--- src/rtl/irq_fe_pkg.sv ---
package irq_fe_pkg;
  typedef enum logic {
    TRIG_EDGE       = 1'b0,
    TRIG_EDGE_LEVEL = 1'b1
  } trig_mode_e;
endpackage

--- src/rtl/irq_sync.sv ---
module irq_sync #(
  parameter int          W       = 5,
  parameter int          STAGES  = 2,
  parameter logic [W-1:0] RST_VAL = '0
) (
  input  logic         clk,
  input  logic         rst,
  input  logic [W-1:0] d,
  output logic [W-1:0] q
);
  logic [W-1:0] stg [STAGES];

  always_ff @(posedge clk) begin
    if (rst) begin
      for (int i = 0; i < STAGES; i++) stg[i] <= RST_VAL;
    end else begin
      for (int i = STAGES - 1; i > 0; i--) stg[i] <= stg[i-1];
      stg[0] <= d;
    end
  end

  assign q = stg[STAGES-1];
endmodule

--- src/rtl/irq_detect.sv ---
module irq_detect #(
  parameter int PORT_W = 4
) (
  input  logic              clk,
  input  logic              rst,
  input  logic              pin_n_s,
  input  logic [PORT_W-1:0] port_s,
  input  logic              port_join,
  input  logic              grp_en,
  output logic              act,
  output logic              rise_evt
);
  logic act_q;
  logic port_act;

  assign port_act = port_join & grp_en & (|port_s);
  assign act      = ~pin_n_s | port_act;
  assign rise_evt = act & ~act_q;

  always_ff @(posedge clk) begin
    if (rst) act_q <= 1'b0;
    else     act_q <= act;
  end

  // an event needs the merged signal to have been inactive one cycle back
  a_r7_event_needs_idle: assert property (@(posedge clk) disable iff (rst)
    rise_evt |-> !act_q);
  // masked port pins alone never make the merged signal active
  a_r5_mask_blocks_port: assert property (@(posedge clk) disable iff (rst)
    (pin_n_s && !(port_join && grp_en)) |-> !act);
endmodule

--- src/rtl/irq_pend.sv ---
module irq_pend
  import irq_fe_pkg::*;
(
  input  logic       clk,
  input  logic       rst,
  input  trig_mode_e mode,
  input  logic       act,
  input  logic       rise_evt,
  input  logic       ack,
  output logic       pend
);
  logic pend_q;
  logic hold_set;

  assign hold_set = (mode == TRIG_EDGE_LEVEL) & act;

  always_ff @(posedge clk) begin
    if (rst)      pend_q <= 1'b0;
    else if (ack) pend_q <= rise_evt;
    else          pend_q <= pend_q | rise_evt | hold_set;
  end

  assign pend = pend_q;

  a_r2_event_sets: assert property (@(posedge clk) disable iff (rst)
    rise_evt |=> pend_q);
  a_r8_ack_clears: assert property (@(posedge clk) disable iff (rst)
    (ack && !rise_evt) |=> !pend_q);
  a_r3_edge_mode_idle: assert property (@(posedge clk) disable iff (rst)
    (mode == TRIG_EDGE && !pend_q && !rise_evt) |=> !pend_q);
  a_r4_level_resets: assert property (@(posedge clk) disable iff (rst)
    (mode == TRIG_EDGE_LEVEL && act && !ack) |=> pend_q);
endmodule

--- src/rtl/ext_irq_frontend.sv ---
module ext_irq_frontend
  import irq_fe_pkg::*;
#(
  parameter int PORT_W      = 4,
  parameter int SYNC_STAGES = 2
) (
  input  logic              clk,
  input  logic              rst,
  input  logic              cfg_level,
  input  logic              cfg_port_join,
  input  logic              ctl_wr,
  input  logic              ctl_wdata,
  input  logic              irq_n_pin,
  input  logic [PORT_W-1:0] port_pins,
  input  logic              ack,
  output logic              grp_en,
  output logic              pending,
  output logic              cpu_req
);
  localparam int IN_W = PORT_W + 1;
  localparam logic [IN_W-1:0] IN_IDLE = {{PORT_W{1'b0}}, 1'b1};

  logic [IN_W-1:0] raw_in, syn_in;
  logic            grp_en_q;
  logic            act, rise_evt, pend;
  trig_mode_e      mode;

  assign raw_in = {port_pins, irq_n_pin};
  assign mode   = trig_mode_e'(cfg_level);

  always_ff @(posedge clk) begin
    if (rst)         grp_en_q <= 1'b0;
    else if (ctl_wr) grp_en_q <= ctl_wdata;
  end

  irq_sync #(.W(IN_W), .STAGES(SYNC_STAGES), .RST_VAL(IN_IDLE)) u_sync (
    .clk(clk), .rst(rst), .d(raw_in), .q(syn_in)
  );

  irq_detect #(.PORT_W(PORT_W)) u_det (
    .clk(clk), .rst(rst),
    .pin_n_s(syn_in[0]), .port_s(syn_in[IN_W-1:1]),
    .port_join(cfg_port_join), .grp_en(grp_en_q),
    .act(act), .rise_evt(rise_evt)
  );

  irq_pend u_pend (
    .clk(clk), .rst(rst), .mode(mode),
    .act(act), .rise_evt(rise_evt), .ack(ack), .pend(pend)
  );

  assign grp_en  = grp_en_q;
  assign pending = pend;
  assign cpu_req = pend;

  a_r10_enable_write: assert property (@(posedge clk) disable iff (rst)
    ctl_wr |=> (grp_en == $past(ctl_wdata)));
  a_r10_enable_hold: assert property (@(posedge clk) disable iff (rst)
    !ctl_wr |=> $stable(grp_en));
endmodule

--- config.mk ---
export PLATFORM = sky130hd
export DESIGN_NAME = ext_irq_frontend
export DESIGN_NICKNAME = d
export VERILOG_FILES = /design/src/rtl/irq_fe_pkg.sv /design/src/rtl/irq_sync.sv /design/src/rtl/irq_detect.sv /design/src/rtl/irq_pend.sv /design/src/rtl/ext_irq_frontend.sv
export SDC_FILE = /design/constraint.sdc
export NUM_CORES = 1
export LEC_CHECK = 0
export CORE_MARGIN = 2
export CORE_UTILIZATION = 30
export DETAILED_ROUTE_END_ITERATION = 6
export SLEW_MARGIN = 10
export SYNTH_ARGS = -nofsm -noshare
export SYNTH_HDL_FRONTEND = slang
export SYNTH_SLANG_ARGS = --single-unit
--- constraint.sdc ---
create_clock -name clk -period 3.5 [get_ports clk]
set_clock_uncertainty 0.2 [all_clocks]
set_input_delay 0.875 -clock clk [delete_from_list [all_inputs] [get_ports clk]]
set_output_delay 0.875 -clock clk [all_outputs]
set_load 0.02 [all_outputs]
==> Yosys cells after proc, flatten, opt, wreduce, memory -nomap -nowiden <==
Memory sizes are Yosys's and may differ from the RTL's.
Index checks and enable logic that the tools add are counted.
{ "totals": {"wordCells": 22, "mem_count": 1, "out_inout_bits": 3, "ramBits": 10, "reg_bits": 3} }
{ "classes": {"reduce_logical": 1, "bitwise": 11, "n_mux": 6} }
{ "mem_list": {"columns": ["memory", "depth", "word_bits", "rd", "rd_ports_with_merged_regs", "write_ports", "line_no", "source"], "rows": [
  ["u_sync.stg", 2, 5, 2, 0, 2, "irq_sync.sv:11", "logic [W-1:0] stg [STAGES];"]
]} }
{ "op_table": {"columns": ["cell", "n"], "rows": [
  ["$mux 5", 2],
  ["$or 1x1->1", 5],
  ["$and 1x1->1", 4],
  ["$mux 1", 4],
  ["$reduce_or 4->1", 1],
  ["$not 1->1", 2]
]} }

==> Longest topological paths before layout <==
{ "depth": {"word_depth": 7, "mapped_depth": 3, "mapped_depth_nobuf": 3} }

==> By module <==
A second synthesis with hierarchy kept.
{ "unflattened": {"hier_cells": 41, "area_unflattened_um2": 467.9} }
{ "by_module_without_submodules": {"columns": ["module", "cells_per_inst", "area_per_inst_um2", "instances"], "rows": [
  ["irq_sync", 25, 300.3, 1],
  ["irq_detect", 8, 77.6, 1],
  ["irq_pend", 4, 48.8, 1],
  ["ext_irq_frontend", 4, 41.3, 1]
]} }

==> Worst setup path after synthesis <==
No wires, ideal clock.
{ "synth_path": {"path_kind": "register -> output", "start": "register u_pend.pend_q, in the netlist u_pend.pend", "end": "output port pending", "slack_ns": 1.786, "stages_incl_launch_ff": 2, "arrival_time_ns": 0.639, "cell_sequence": "dfxtp_1 -> buf_4"} }
{ "synth_rtl": {"columns": ["element", "line_no", "source"], "rows": [
  ["from (decl)", "irq_pend.sv:12", "logic pend_q;"],
  ["from (signal assigned)", "irq_pend.sv:19", "else if (ack) pend_q <= rise_evt;"],
  ["from (signal assigned)", "irq_pend.sv:20", "else pend_q <= pend_q | rise_evt | hold_set;"],
  ["to (decl)", "ext_irq_frontend.sv:17", "output logic pending,"]
]} }
No word-level cell between the ends.

==> Worst setup path after layout <==
{ "layout_path": {"start": "register grp_en_q, in the netlist grp_en", "end": "output port grp_en"} }
{ "layout_rtl": {"columns": ["element", "line_no", "source"], "rows": [
  ["from (decl)", "ext_irq_frontend.sv:24", "logic grp_en_q;"],
  ["from (signal assigned)", "ext_irq_frontend.sv:33", "else if (ctl_wr) grp_en_q <= ctl_wdata;"],
  ["to (decl)", "ext_irq_frontend.sv:16", "output logic grp_en,"]
]} }
No word-level cell between the ends.

==> results.md <==
* Crit share post-route at 0.6631
* TritonCTS clock tree: yes
* DR vias at 262
* Tot GR Track Use at 0.09655
* Slew HR at 0.7467
* Routed wl met2 at 271 um
* Final setup TNS at 0 ps
* CTS Buffer Depth at 2
* # nets final at 63
* Setup violators final at 0
* Status: finished clean
* Flops & latches, synth at 13
* Core ar. at 1269 um2
* Die height at 40.53 um
* Final Core Density at 0.4527
* Gr ovfl total at 0
* Slowest-stage cell, CP: clkdlybuf4s50_1
* Data required, critical path at 2420 ps
* Mapped Nets at 46
* Placed inst area at 548.0 um2
* Critical path launch point type: flip-flop
* Vias in the first global route at 219
* Residual DRC at 0
* Synth Cell Area at 400.4 um2
* Initial core utilization at 0.3156
* Final instance area at 574.3 um2
* Pin count of the biggest net entering global routing at 14
* DR iter-0 viols at 4
* Fin. max-slew vios at 0
* Htree depth at 1
* Chip width at 40.53 um
* Vias per cell at 4.031
* Critical path buffers and inverters at 1
* Initial antenna violation count at 0
* Layout cell share with drive strength beyond 1 at 0.1400
* Synth warn at 0
* Worst slew pin tran at 378.8 ps
* First-pass GRT wire length at 897 um
* Pwr/cell area at 474.4 nW/um2
* Min Hold Slack at 218.0 ps
* Die area at 1643 um2
* Metal3 WL at 47 um
* Synth-to-layout area growth at 43.44%
* Post-CTS sizing at 0
* Max-Cap Viols at 0
* Max IR drop VDD at 0.0001451 V
* RePlAce Congestion at 0.5294
* Post-Route WL at 532 um
* # clock sinks at 13
* Hold WC Path Type: reg2reg
* Site Rows at 13
* Root Buffer: clkbuf_4
* Number of fill cells at 129
* Final min period at 2321 ps
* Antenna violation net count after detailed routing at 0
* CTS Buf Count at 3
* Clock Pin Slew Worst Setup and Hold Paths at 70 ps
* IO Port Bufs at 14
* Top Metal Used: met3
* Crit path kind: reg2out
* CP Cell Sequence: clkdlybuf4s50_1
* Post-Syn Instances at 34
* WP data arrival at 1250 ps
* Slowest Stage Delay on Critical Path at 610 ps
* Final Hold Viols at 0
* Leak pwr at 0.2193 nW
* Netlist cell types at 13
* Diode count at 0
* Mapped Avg Cell Area at 11.78 um2
* Worst-path fanout max at 3
* RSZ-0062 raised after global routing: no
* Register area share after synthesis at 0.6500
* Drt pass-1 iters at 4
* Setup Fix Bufs, Post-CTS at 0
* Highest clock rate at 0.4309 GHz
* Wl on met1 at 213 um
* CTS Hold Bufs at 0
* CP top delay family: buffers and inverters
* Routed WL per cell at 8.185 um
* IO Pins at 15
* Worst skew pair latency at 270 ps
* Crit end category: output port
## routing by layer
layer  up-vias  global-route usage
met5         -                   0
met4         0              0.1000
met3         0             0.06667
met2         8              0.1111
met1       113              0.1088
li1        141                   -
## Yosys cell counts, drive strengths merged
master   n  share of area
nand2b   1          0.016
o21a     1          0.019
clkbuf   1         0.0094
nor2     2          0.019
buf      1          0.019
a311oi   1          0.022
or4      1          0.028
dfxtp   13           0.65
nor2b    8           0.13
or2      2          0.031
a21oi    1          0.012
nand3    1          0.025
mux2i    1          0.025
## through the flow
stage	worst slack [ps]	total power [mW]	instances
6_report	1179	0.2724	65
5_1_grt	1114	0.2915	65
4_1_cts	1156	0.2791	65
3_5_place_dp	1319	0.1899	61
3_3_place_gp	1330	0.1893	61
2_1_floorplan	1786	0.1730	34
## flip-flops by register name, indices dropped and copies added, names as in the netlist
| register | cells |
|---|---|
| u_det.act_q | 1 |
| grp_en | 1 |
| u_pend.pend | 1 |
| u_sync.stg | 10 |
## final timing paths
| path | end | start | depth (start not counted) | slack [ps] |
|---|---|---|---|---|
| max | grp_en | grp_en$_SDFFE_PP0P_ | 1 | 1180 |
| min | u_sync.stg[0][5]$_SDFF_PP1_ | u_sync.stg[0][0]$_SDFF_PP1_ | 1 | 220 |
| max reg2reg | u_pend.pend$_SDFF_PP0_ | u_sync.stg[0][9]$_SDFF_PP0_ | 3 | 2180 |
| min reg2reg | u_sync.stg[0][5]$_SDFF_PP1_ | u_sync.stg[0][0]$_SDFF_PP1_ | 1 | 220 |
## area by class of cell
cell class,instances,area (um2),area share
Multi-Input combinational cell,19,128.9,0.2244
Sequential cell,13,260.3,0.4532
Tap cell,15,18.77,0.03268
Timing Repair Buffer,14,140.1,0.2440
Clock buffer,4,26.28,0.04575
## kinds of logic after synthesis
family,Yosys count,share of synthesized area
compound gates,3,0.05312
flops,13,0.6500
buf+inv,2,0.02812
simple gates,15,0.2438
mux,1,0.02500
## power by group
group / internal, mW / leakage (nW) / switching (mW) / total (mW)
logic: 0.0198 / 0.0969 / 0.00879 / 0.0286
clock network: 0.0441 / 0.0150 / 0.0424 / 0.0864
registers: 0.155 / 0.107 / 0.00249 / 0.157
## layout by cell type (no fill, tap or decap)
cell type,n
nand2b_1,1
nand3_2,1
nor2_1,2
o21a_1,1
mux2i_1,1
dfxtp_1,13
clkbuf_4,3
or2_2,2
clkbuf_1,1
clkdlybuf4s50_1,14
a21oi_1,1
a311oi_1,1
or4_4,1
nor2b_1,8
No activity file was read; power rests on OpenSTA's default activity.
